File: src/rtl/spi3_gain_pkg.sv
package spi3_gain_pkg;
  localparam int GAIN_W = 6;
  localparam int STEP_W = 2;
  localparam int WORD_W = GAIN_W + STEP_W;

  typedef struct packed {
    logic [STEP_W-1:0] step;
    logic [GAIN_W-1:0] gain;
  } gain_word_t;
endpackage

File: src/rtl/spi3_sync.sv
module spi3_sync #(
  parameter int               WIDTH   = 1,
  parameter int               STAGES  = 2,
  parameter logic [WIDTH-1:0] RST_VAL = '0
) (
  input  logic             clk,
  input  logic             rst_n,
  input  logic [WIDTH-1:0] d,
  output logic [WIDTH-1:0] q
);
  for (genvar b = 0; b < WIDTH; b++) begin : g_bit
    logic [STAGES-1:0] chain;
    always_ff @(posedge clk or negedge rst_n) begin
      if (!rst_n) chain <= {STAGES{RST_VAL[b]}};
      else        chain <= {chain[STAGES-2:0], d[b]};
    end
    assign q[b] = chain[STAGES-1];
  end
endmodule

File: src/rtl/spi3_frame.sv
module spi3_frame #(
  parameter int                ADDR_W   = 15,
  parameter logic [ADDR_W-1:0] REG_ADDR = 'h100,
  parameter int                DATA_W   = 8
) (
  input  logic              clk,
  input  logic              rst_n,
  input  logic              csn_s,
  input  logic              sclk_rise,
  input  logic              sclk_fall,
  input  logic              sdi_s,
  input  logic [DATA_W-1:0] reg_value,
  output logic              wr_stb,
  output logic [DATA_W-1:0] wr_data,
  output logic              sdo,
  output logic              sdo_oe
);
  localparam int HDR_LEN   = 1 + ADDR_W;
  localparam int FRAME_LEN = HDR_LEN + DATA_W;
  localparam int CNT_W     = $clog2(FRAME_LEN + 1);

  logic [CNT_W-1:0]   cnt_q;
  logic [HDR_LEN-1:0] sh_q;
  logic [HDR_LEN-1:0] sh_nxt;
  logic [DATA_W-1:0]  tx_q;
  logic               rd_q;
  logic               hit_q;
  logic               hdr_last;
  logic               data_last;
  logic               addr_hit;

  // Shift register view including the bit arriving on this edge
  assign sh_nxt    = {sh_q[HDR_LEN-2:0], sdi_s};
  assign addr_hit  = (sh_nxt[ADDR_W-1:0] == REG_ADDR);
  assign hdr_last  = !csn_s && sclk_rise && (cnt_q == CNT_W'(HDR_LEN - 1));
  assign data_last = !csn_s && sclk_rise && (cnt_q == CNT_W'(FRAME_LEN - 1));

  assign wr_stb  = data_last && !rd_q && hit_q;
  assign wr_data = sh_nxt[DATA_W-1:0];

  always_ff @(posedge clk or negedge rst_n) begin
    if (!rst_n) begin
      cnt_q  <= '0;
      sh_q   <= '0;
      tx_q   <= '0;
      rd_q   <= 1'b0;
      hit_q  <= 1'b0;
      sdo    <= 1'b0;
      sdo_oe <= 1'b0;
    end else if (csn_s) begin
      cnt_q  <= '0;
      rd_q   <= 1'b0;
      hit_q  <= 1'b0;
      sdo    <= 1'b0;
      sdo_oe <= 1'b0;
    end else begin
      if (sclk_rise && cnt_q != CNT_W'(FRAME_LEN)) begin
        cnt_q <= cnt_q + 1'b1;
        sh_q  <= sh_nxt;
      end
      if (hdr_last) begin
        rd_q  <= sh_nxt[HDR_LEN-1];
        hit_q <= addr_hit;
        tx_q  <= addr_hit ? reg_value : '0;
      end
      if (sclk_fall) begin
        if (cnt_q == CNT_W'(HDR_LEN) && rd_q) begin
          sdo_oe <= 1'b1;
          sdo    <= tx_q[DATA_W-1];
          tx_q   <= tx_q << 1;
        end else if (sdo_oe && cnt_q > CNT_W'(HDR_LEN) && cnt_q < CNT_W'(FRAME_LEN)) begin
          sdo  <= tx_q[DATA_W-1];
          tx_q <= tx_q << 1;
        end else if (cnt_q == CNT_W'(FRAME_LEN)) begin
          sdo_oe <= 1'b0;
          sdo    <= 1'b0;
        end
      end
    end
  end
endmodule

File: src/rtl/spi3_gain_reg.sv
module spi3_gain_reg
  import spi3_gain_pkg::*;
(
  input  logic       clk,
  input  logic       rst_n,
  input  logic       wr_stb,
  input  gain_word_t wr_data,
  output gain_word_t q
);
  always_ff @(posedge clk or negedge rst_n) begin
    if (!rst_n)      q <= '0;
    else if (wr_stb) q <= wr_data;
  end
endmodule

File: src/rtl/spi3_gain_port.sv
module spi3_gain_port
  import spi3_gain_pkg::*;
#(
  parameter int                ADDR_W      = 15,
  parameter logic [ADDR_W-1:0] REG_ADDR    = 'h100,
  parameter int                SYNC_STAGES = 2
) (
  input  logic              clk,
  input  logic              rst_n,
  input  logic              spi_csn,
  input  logic              spi_sclk,
  input  logic              spi_sdi,
  output logic              spi_sdo,
  output logic              spi_sdo_oe,
  output logic [GAIN_W-1:0] gain_code,
  output logic [STEP_W-1:0] fa_step
);
  logic       csn_s, sclk_s, sdi_s, sclk_d;
  logic       sclk_rise, sclk_fall;
  logic       wr_stb;
  gain_word_t wr_data;
  gain_word_t reg_q;

  spi3_sync #(.WIDTH(3), .STAGES(SYNC_STAGES), .RST_VAL(3'b100)) u_sync (
    .clk  (clk),
    .rst_n(rst_n),
    .d    ({spi_csn, spi_sclk, spi_sdi}),
    .q    ({csn_s, sclk_s, sdi_s})
  );

  always_ff @(posedge clk or negedge rst_n) begin
    if (!rst_n) sclk_d <= 1'b0;
    else        sclk_d <= sclk_s;
  end

  assign sclk_rise = sclk_s && !sclk_d;
  assign sclk_fall = !sclk_s && sclk_d;

  spi3_frame #(.ADDR_W(ADDR_W), .REG_ADDR(REG_ADDR), .DATA_W(WORD_W)) u_frame (
    .clk      (clk),
    .rst_n    (rst_n),
    .csn_s    (csn_s),
    .sclk_rise(sclk_rise),
    .sclk_fall(sclk_fall),
    .sdi_s    (sdi_s),
    .reg_value(reg_q),
    .wr_stb   (wr_stb),
    .wr_data  (wr_data),
    .sdo      (spi_sdo),
    .sdo_oe   (spi_sdo_oe)
  );

  spi3_gain_reg u_reg (
    .clk    (clk),
    .rst_n  (rst_n),
    .wr_stb (wr_stb),
    .wr_data(wr_data),
    .q      (reg_q)
  );

  assign gain_code = reg_q.gain;
  assign fa_step   = reg_q.step;
endmodule

File: config.mk
export PLATFORM = sky130hd
export DESIGN_NAME = spi3_gain_port
export DESIGN_NICKNAME = d
export VERILOG_FILES = /design/src/rtl/spi3_gain_pkg.sv /design/src/rtl/spi3_sync.sv /design/src/rtl/spi3_frame.sv /design/src/rtl/spi3_gain_reg.sv /design/src/rtl/spi3_gain_port.sv
export SDC_FILE = /design/constraint.sdc
export NUM_CORES = 1
export LEC_CHECK = 0
export ABC_AREA = 0
export CORE_MARGIN = 4
export CORE_UTILIZATION = 45
export CTS_CLUSTER_DIAMETER = 60
export DETAILED_ROUTE_END_ITERATION = 12
export PLACE_DENSITY = 0.66
export REMOVE_ABC_BUFFERS = 1
export SETUP_SLACK_MARGIN = 0.05
export SKIP_LAST_GASP = 1
export SYNTH_ARGS = -nofsm -noshare
export SYNTH_HDL_FRONTEND = slang
export SYNTH_SLANG_ARGS = --single-unit
File: constraint.sdc
create_clock -name clk -period 1.7 [get_ports clk]
set_clock_uncertainty 0.05 [all_clocks]
set_input_delay 0.34 -clock clk [delete_from_list [all_inputs] [get_ports clk]]
set_output_delay 0.34 -clock clk [all_outputs]
set_load 0.01 [all_outputs]
==> out/results.tsv <==
stage	metric	value	unit
floorplan	std cell rows	24	
synth	leading area contributor after synthesis	sky130_fd_sc_hd__dfrtp_1	
cells_and_area	Area growth, synth to finish	32.9	%
global_routing	first-pass GRT wire length	7650	µm
sta	final worst hold slack	0.308	ns
global_routing	largest net degree at the start of global routing	48	
power	power per unit of standard cell area	919	nW/µm²
sta	total setup violations reported at the end of the flow	5	
flow_run	number of max-cap violations	0	
global_routing	initial antenna violation count	0	
synth	fraction of registers with async set/reset	100	%
setup_path	Worst Setup Path Type	reg2reg	
setup_path	Req. time, crit path	1.88	ns
synth	sequential fraction of the synthesis area	56.7	%
power	Int Power	1.82	mW
clock_tree	total clock buffers created by CTS	5	
sta	final hold viol count	0	
synth	number of synthesized register bits	47	
placement	placed wire-length estimate	2930	µm
global_routing	global-route usage over all layers	16.4	%
synth	proportion of netlist area held by the largest area contributor	54.2	%
clock_tree	TritonCTS clock tree	built	
routing	Antenna Nets Post-Route	0	
setup_path	data arrival time of the critical path	1.93	ns
sta	Max Transition Viols Final	0	
clock_tree	number of buffers on the longest clock path	2	
placement	buffers added on ports	14	
global_routing	via count of the first global-routing pass	1603	
synth	top_reg_cell synth	sky130_fd_sc_hd__dfrtp_1	
cells_and_area	multi-input combinational cell area	1020	µm²
hold_path	class of the tightest hold or removal check	reg2reg	
setup_path	register-to-register setup slack	-0.05	ns
cells_and_area	NumNets Final	220	
power	part of the total power dissipated in the clock network	28.4	%
placement	weighted congestion at the end of routability-driven global placement	0.861	
clock_tree	clock slew at reported path FFs	0.09	ns
outcome	failing checks	negative setup slack	
setup_path	startpoint of the lowest-slack register-to-register path	u_frame.cnt_q[0]	
synth	EDFF count, synth	0	
setup_path	Critical Path Sink Type	register	
routing	post-detailed-route DRC marker count	0	
power	Sequential Power Share	53.6	%
clock_tree	Max H-tree Level	2	
setup_path	list of cells traversed by the critical path	ha_2 -> and3_4 -> ha_4 -> nand4bb_4 -> nor3_2 -> nand3_1 -> a31oi_1	
setup_path	path depth of the worst reg2reg path	7	
setup_path	crit path to	u_frame.tx_q[3]	
power	Sw Ratio	28.3	%
floorplan	y dimension of the die	76.0	µm
cells_and_area	final-layout fill cell count	338	
floorplan	Initial Utilization	47.1	%
cells_and_area	Antenna Cells	0	
setup_path	cell with the largest stage delay on the worst path	sky130_fd_sc_hd__dfrtp_1	
setup_path	endpoint of the lowest-slack register-to-register path	u_frame.tx_q[3]	
power	peak supply drop	0.894	mV
cells_and_area	share of cells above drive strength 1	39.0	%
sta	Worst Slack Setup Final	-0.0504	ns
floorplan	die outline area	5770	µm²
clock_tree	CTS Root Cell	sky130_fd_sc_hd__clkbuf_8	
routing	Total Routed Length	4580	µm
cells_and_area	Register Area	1180	µm²
clock_tree	count of clock tree sinks	47	
synth	Synth cell types	45	
global_routing	residual overflow from global routing	0	
sta	actual transition at the worst max-transition pin	0.282	ns
setup_path	delay of the slowest cell on the worst path	0.41	ns
sta	Rel. slew slack	81.0	%
routing	First DRT Iteration DRCs	90	
routing	detailed-routing iteration count for the pre-antenna-repair pass	4	
floorplan	placeable core area	4410	µm²
synth	Warnings, synthesis	0	
sta	RSZ-0062 raised after global routing	true	
outcome	status	complete, but fails checks	
routing	wire length per cell	17.3	µm
sta	post-route setup TNS	-0.159	ns
setup_path	nature of the critical path startpoint	register	
routing	overall via count from detail_route	1461	
sta	Highest Clock Rate	0.571	GHz
sta	Final Cycle Share	103	%
routing	number of vias per cell after detailed routing	5.51	
setup_path	peak fanout along the critical path	4	
power	Pleak	1.29	nW
setup_path	crit path from	u_frame.cnt_q[0]	
power	Logic pwr share	18.0	%
synth	post-synthesis average cell area	12.4	µm²
clock_tree	latest clock arrival within the worst-skew pair	0.32	ns
floorplan	die span in x	76.0	µm
power	sw power	0.719	mW
synth	cell area after synthesis	2080	µm²
synth	top cells by area in the synthesized netlist	sky130_fd_sc_hd__dfrtp_1 54%, sky130_fd_sc_hd__mux2_2 9.7%, sky130_fd_sc_hd__o41ai_1 2.9%	
sta	shortest period the worst path allows	1.75	ns
synth	Gate Count Post-Synth	168	
floorplan	I/O pin total	15	
sequential cells by signal, indices dropped and copies added, names as in the netlist:
signal,count
u_frame.sh_q,15
u_frame.tx_q,8
u_reg.q,8
u_sync.g_bit.chain,6
u_frame.cnt_q,5
sclk_d,1
u_frame.hit_q,1
u_frame.rd_q,1
u_frame.sdo,1
u_frame.sdo_oe,1
cells in the mapped netlist, types with 2 or more instances:
library cell	count
sky130_fd_sc_hd__dfrtp_1	45
sky130_fd_sc_hd__mux2_2	18
sky130_fd_sc_hd__nand2_1	13
sky130_fd_sc_hd__nand3_1	9
sky130_fd_sc_hd__a31oi_1	7
sky130_fd_sc_hd__nand2b_1	7
sky130_fd_sc_hd__nor2_1	7
sky130_fd_sc_hd__o41ai_1	7
sky130_fd_sc_hd__inv_1	5
sky130_fd_sc_hd__mux2_1	5
sky130_fd_sc_hd__clkbuf_1	4
sky130_fd_sc_hd__ha_1	3
sky130_fd_sc_hd__a21oi_1	2
sky130_fd_sc_hd__dfstp_2	2
sky130_fd_sc_hd__nand4_1	2
sky130_fd_sc_hd__or4_1	2
sky130_fd_sc_hd__xor2_1	2
placed cells by master, fill, tap and decap left out, types with 2 or more instances in the layout:
master and instances:
sky130_fd_sc_hd__nand3_1 9, sky130_fd_sc_hd__buf_12 2, sky130_fd_sc_hd__dlymetal6s2s_1 2, sky130_fd_sc_hd__o41ai_2 3
sky130_fd_sc_hd__dfstp_2 2, sky130_fd_sc_hd__nor2_4 2, sky130_fd_sc_hd__mux2_4 14, sky130_fd_sc_hd__dfrtp_1 45
sky130_fd_sc_hd__ha_2 2, sky130_fd_sc_hd__nand4_1 2, sky130_fd_sc_hd__clkdlybuf4s50_1 5, sky130_fd_sc_hd__o41ai_1 4
sky130_fd_sc_hd__inv_6 2, sky130_fd_sc_hd__a31oi_1 7, sky130_fd_sc_hd__dlygate4sd2_1 6, sky130_fd_sc_hd__nand2_1 12
sky130_fd_sc_hd__xor2_1 2, sky130_fd_sc_hd__nor2_1 7, sky130_fd_sc_hd__nand2b_1 7, sky130_fd_sc_hd__mux2_2 9
sky130_fd_sc_hd__or4_1 2, sky130_fd_sc_hd__inv_1 4, sky130_fd_sc_hd__buf_4 23, sky130_fd_sc_hd__clkbuf_8 5
per-stage QoR:
step | area, µm² | total power [mW] | instances | util, % | setup slack, ns
after floorplan | 2050 | 1.54 | 162 | - | -0.262
after global placement | 2430 | 1.69 | 249 | 55.2 | -0.109
after detailed placement | 2430 | 1.72 | 249 | 55.2 | -0.219
after CTS | 2670 | 2.47 | 263 | 60.4 | -0.0414
after global routing | 2760 | 2.68 | 265 | 62.6 | -0.164
final | 2760 | 2.54 | 265 | 62.6 | -0.0504
cell families after synthesis:
kind of cell | after synthesis | synth area share (%)
DFF | 47 | 56.7
adders and majority gates | 3 | 1.81
xor gates and xnor gates | 3 | 1.26
muxes | 25 | 13.6
AOI/OAI and AO/OA | 23 | 8.24
buffers and inverters | 11 | 2.23
and+or+nand+nor | 56 | 16.2
critical path: cells and delay by family (launching register included):
family                   cells  cell delay [ns]
AO/OA/AOI/OAI                1             0.17
AND/OR/NAND/NOR              4             0.71
adder cells (fa/ha/maj)      2             0.34
flip-flops                   1             0.41
what timing repair did:
item | 4_1_cts | 5_1_grt
hold buffers | 1 | 0
gates resized for setup | 23 | 18
endpoints found under the hold margin | 45 | 0
setup endpoints to repair | 41 | 36
buffers inserted | 4 | 1
pin swaps | 15 | 1
cloned | 1 | 1
power groups by stage:
stage	Combinational, mW	Sequential [mW]	Clock [mW]
4_1_cts	0.383	1.35	0.734
2_1_floorplan	0.197	1.34	0
3_3_place_gp	0.331	1.36	0
6_report	0.457	1.36	0.721
5_1_grt	0.500	1.38	0.799
3_5_place_dp	0.347	1.37	0
worst min path at each step:
stage / start / slack [ns] / endpoint / cells after the start
final: u_sync.g_bit[1].chain[0] / 0.31 / u_sync.g_bit[1].chain[1] / 0
after global routing: u_sync.g_bit[2].chain[0] / 0.32 / u_sync.g_bit[2].chain[1] / 0
after CTS: u_sync.g_bit[0].chain[0] / 0.31 / u_sync.g_bit[0].chain[1] / 0
after detailed placement: u_sync.g_bit[0].chain[0] / 0.28 / u_sync.g_bit[0].chain[1] / 0
after global placement: u_sync.g_bit[0].chain[0] / 0.28 / u_sync.g_bit[0].chain[1] / 0
after floorplan: rst_n / -0.006 / sclk_d / 0
final cells by class:
type | count | share of cell area, %
sequential | 47 | 42.6
multi-input combinational | 111 | 36.8
timing repair buffer | 42 | 14.2
clock buffer | 5 | 2.49
tap | 52 | 2.35
clock inverter | 3 | 0.905
inverter | 5 | 0.679
routing by layer:
metal	vias up	wire [µm]	track usage (%)
li1	711	-	-
met1	720	2040	20.6
met2	20	2300	26.8
met3	10	154	4.61
met4	0	89	5.69
met5	-	0	0
Power figures use the tool's default switching activity.
